[src/rtl/uart_glitch_rx.sv]
module uart_glitch_rx #(
  parameter int CLK_HZ = 100_000_000,
  parameter int BAUD   = 115_200
) (
  input  logic       clk,
  input  logic       rst,
  input  logic       rx_line,
  output logic [7:0] rx_byte,
  output logic       rx_valid
);
  localparam int BIT_CYC = CLK_HZ / BAUD;
  localparam int HALF    = BIT_CYC / 2;
  localparam int QUART   = BIT_CYC / 4;
  localparam int WIN_END = BIT_CYC + QUART;
  localparam int CW      = $clog2(WIN_END + 1);

  typedef enum logic [1:0] {S_IDLE, S_START, S_DATA, S_STOP} rx_st_t;

  rx_st_t        st;
  logic          sync_a, line_s, line_q;
  logic [CW-1:0] cnt;
  logic [2:0]    idx;
  logic [7:0]    shreg;

  always_ff @(posedge clk) begin
    if (rst) begin
      sync_a <= 1'b1;
      line_s <= 1'b1;
      line_q <= 1'b1;
    end else begin
      sync_a <= rx_line;
      line_s <= sync_a;
      line_q <= line_s;
    end
  end

  wire fall = line_q & ~line_s;

  always_ff @(posedge clk) begin
    if (rst) begin
      st       <= S_IDLE;
      cnt      <= '0;
      idx      <= '0;
      shreg    <= '0;
      rx_byte  <= '0;
      rx_valid <= 1'b0;
    end else begin
      rx_valid <= 1'b0;
      case (st)
        S_IDLE:
          if (fall) begin
            st  <= S_START;
            cnt <= CW'(1);
          end
        S_START:
          if (line_s) st <= S_IDLE;
          else if (cnt == CW'(HALF)) begin
            st  <= S_DATA;
            cnt <= CW'(1);
            idx <= '0;
          end else cnt <= cnt + 1'b1;
        S_DATA:
          if (cnt == CW'(BIT_CYC)) begin
            shreg <= {line_s, shreg[7:1]};
            cnt   <= CW'(1);
            idx   <= idx + 1'b1;
            if (idx == 3'd7) st <= S_STOP;
          end else cnt <= cnt + 1'b1;
        S_STOP:
          if (!line_s && cnt >= CW'(BIT_CYC)) st <= S_IDLE;
          else if (cnt == CW'(WIN_END)) begin
            st       <= S_IDLE;
            rx_byte  <= shreg;
            rx_valid <= 1'b1;
          end else cnt <= cnt + 1'b1;
        default: st <= S_IDLE;
      endcase
    end
  end
endmodule

[config.mk]
export PLATFORM = sky130hd
export DESIGN_NAME = uart_glitch_rx
export DESIGN_NICKNAME = d
export VERILOG_FILES = /design/src/rtl/uart_glitch_rx.sv
export SDC_FILE = /design/constraint.sdc
export NUM_CORES = 1
export LEC_CHECK = 0
export BUFFER_PORTS_ARGS = -buffer_cell sky130_fd_sc_hd__buf_2
export CAP_MARGIN = 20
export CORE_MARGIN = 5
export CORE_UTILIZATION = 45
export CTS_BUF_LIST = sky130_fd_sc_hd__clkbuf_8
export CTS_CLUSTER_DIAMETER = 100
export CTS_CLUSTER_SIZE = 14
export DETAILED_ROUTE_END_ITERATION = 10
export HOLD_SLACK_MARGIN = 0.15
export SYNTH_ARGS = -nofsm -noshare
export SYNTH_HDL_FRONTEND = slang
export SYNTH_SLANG_ARGS = --single-unit
[constraint.sdc]
create_clock -name clk -period 7 [get_ports clk]
set_clock_uncertainty 0.1 [all_clocks]
set_input_delay 0.35 -clock clk [delete_from_list [all_inputs] [get_ports clk]]
set_output_delay 0.35 -clock clk [all_outputs]
set_load 0.01 [all_outputs]
==> out/metrics.yaml <==
run_status: "complete, no violations"
syn_nets: 209
synth_area_leader_cell: "dfxtp_1"
die-area_sq_um: 5240
synth_top_area_share: 0.412
synth.distinct_cells: 43
pwr-share-clk: 0.424
drt_wl_total_mm: 3.62
layout_commonest_cell: "dfxtp_1"
max_freq_mhz: 378
finish.utilization: 0.518
synthTopCellsByArea: "dfxtp_1 (41%), nand2_1 (5.6%), a21oi_1 (4.9%)"
hold_viol: 0
h-tree-depth: 2
synthToLayoutAreaGrowth_pct: 9.86
finalPower_mw: 0.426
final_net_count: 219
n_antenna_cell: 0
power.density_nw_per_um2: 221
ys.flop_type: "dfxtp_1"
synthArstFlopShare: 0
min-delay-path-class: "register to register"
ys_seq_area_frac: 0.412
clkTransAtPathRegs_ns: 0.07
die_x_um: 72.4
min_period_ns: 2.65
end_kind: "register"
dp_worst_setup_slack_ns: 4.35
gp_congestion: 0.869
fin_setup_tns_ns: 0
rsz0062_at_grt: "false"
tightest_slew_ns: 0.579
drc_errors: 0
cts_buffers: 5
swShare: 0.236
grt_pass1_vias: 1478
first_pass_iters: 4
drtAntennaViolNets: 0
rrSetupSlack_ns: 4.35
fp.dieH_um: 72.4
fin_ws_ns: 4.35
setup.worst_path.class: "register to register"
root_buffer: "clkbuf_8"
worstPathRequired_ns: 7.06
synth_edf_count: 0
track_usage: 0.156
fin_crit_sh: 0.378
syn_avg_cell_area_sq_um: 8.75
post_dp_cell_area_sq_um: 1800
cp-start-kind: "register"
critPathMaxFanout: 13
clockBufferDepth: 2
ir_worst_vdd_uv: 84.2
seqPwrFrac: 0.500
drt_iter0_markers: 53
dp.cells: 250
synth_seq_cells: 36
numClockSinks: 36
routedWlPerCell_um: 14.0
grt_overflow_total: 0
cts_tree: "done"
syn-cell-area_sq_um: 1750
setup_viol: 0
timing.hold.ws_ns: 0.310
final_max_slew_viol_count: 0
ys_warn_count: 0
cts_resized: 0
netSwitchingPower_mw: 0.101
leakage_nw: 0.666
combPwrFrac: 0.076
pin_count: 12
antenna_found_initial: 0
grt_max_degree: 34
timing.slew.headroom: 0.614
clock_latency_ns: 0.29
power.internal_mw: 0.325
hpwlAfterDp_mm: 2.53
final_area_sq_um: 1920
final_cells: 259
final_layout_size_suffix_gt1_frac: 0.142
io_buffers: 11
start_util: 0.471
drv_cap: 0
syn_inst: 200
post_drt_via_cell_ratio: 5.71
grt_pass1_wl_mm: 6.44
rows: 22
cp.arrival_ns: 2.70
core_sq_um: 3720
most-common-layout-cells: "dfxtp_1 (36), nand2_1 (26), a21oi_1 (17), nor2_1 (17), buf_2 (11)"
nFillCells: 351
via_count: 1479
==> power by group through the flow <==
| stage | sequential [mW] | clock, mW | combinational (mW) |
|---|---|---|---|
| floorplan | 0.215 | 0 | 0.0291 |
| global placement | 0.217 | 0 | 0.0305 |
| detailed placement | 0.217 | 0 | 0.0319 |
| CTS | 0.213 | 0.187 | 0.0324 |
| global route | 0.213 | 0.195 | 0.0365 |
| finish | 0.213 | 0.180 | 0.0324 |
==> critical path, cell delays in order (launching register included) <==
cell and delay (ns):
dfxtp_1 0.36, inv_1 0.12, ha_1 0.15, or4b_4 0.46
or4_4 0.52, o211ai_2 0.24, nand2b_1 0.41, o22ai_1 0.14
==> path summary, 6_finish.rpt <==
| path | startpoint | cells after the start | to |
|---|---|---|---|
| max | cnt[1] | 7 | cnt[1] |
| min reg2reg | sync_a | 1 | line_s |
| max reg2reg | cnt[1] | 7 | cnt[1] |
| min | sync_a | 1 | line_s |
==> area by class of cell <==
class | instances | area (sq um) | share of cell area
sequential | 36 | 721 | 0.375
inverter | 8 | 30.0 | 0.0156
multi-input combinational | 147 | 936 | 0.487
tap | 48 | 60.1 | 0.0312
clock buffer | 5 | 68.8 | 0.0358
clock inverter | 3 | 42.5 | 0.0221
timing repair buffer | 12 | 65.1 | 0.0338
==> kinds of logic (layout without fill, tap and decap cells) <==
| kind of cell | after synthesis | in the layout | synth area share |
|---|---|---|---|
| compound gates | 48 | 48 | 0.190 |
| buf+inv | 17 | 28 | 0.0536 |
| mux | 8 | 8 | 0.0457 |
| fa+ha+maj | 6 | 6 | 0.0429 |
| flops | 36 | 36 | 0.412 |
| simple gates | 85 | 85 | 0.256 |
==> repair_timing <==
item | in CTS | in global routing
setup buffers | 0 | 0
endpoints found under the hold margin | 1 | 0
hold buffers | 1 | 0
==> sequential cells by signal, summed over array words and instances (netlist names), named ones only <==
name and flops:
line_q 1, cnt 11, line_s 1, rx_byte 8
idx 3, sync_a 1, st 1, shreg 8
rx_valid 1
==> synth_stat cells, types with 2 or more instances <==
cell type  number
o21ai_0         3
nand2b_1        5
nor2b_1         7
nand4_1         2
ha_1            6
o31ai_1         6
a31oi_1         2
a32oi_1         6
nand3_1         5
mux2i_1         8
a22o_1          2
o21a_1          3
buf_2           2
dfxtp_1        36
or2_2           5
buf_6           3
and3_1          3
or3_1           2
nor2_1         17
nand3b_1        3
nand2_1        26
clkbuf_1        3
o22ai_1         2
inv_1           8
a21oi_1        17
==> layer usage <==
| layer | part of all wire | track usage |
|---|---|---|
| met1 | 0.45 | 0.173 |
| met2 | 0.50 | 0.265 |
| met3 | 0.033 | 0.0485 |
| met4 | 0.021 | 0.0820 |
| met5 | 0 | 0 |
Power figures use the tool's default switching activity.
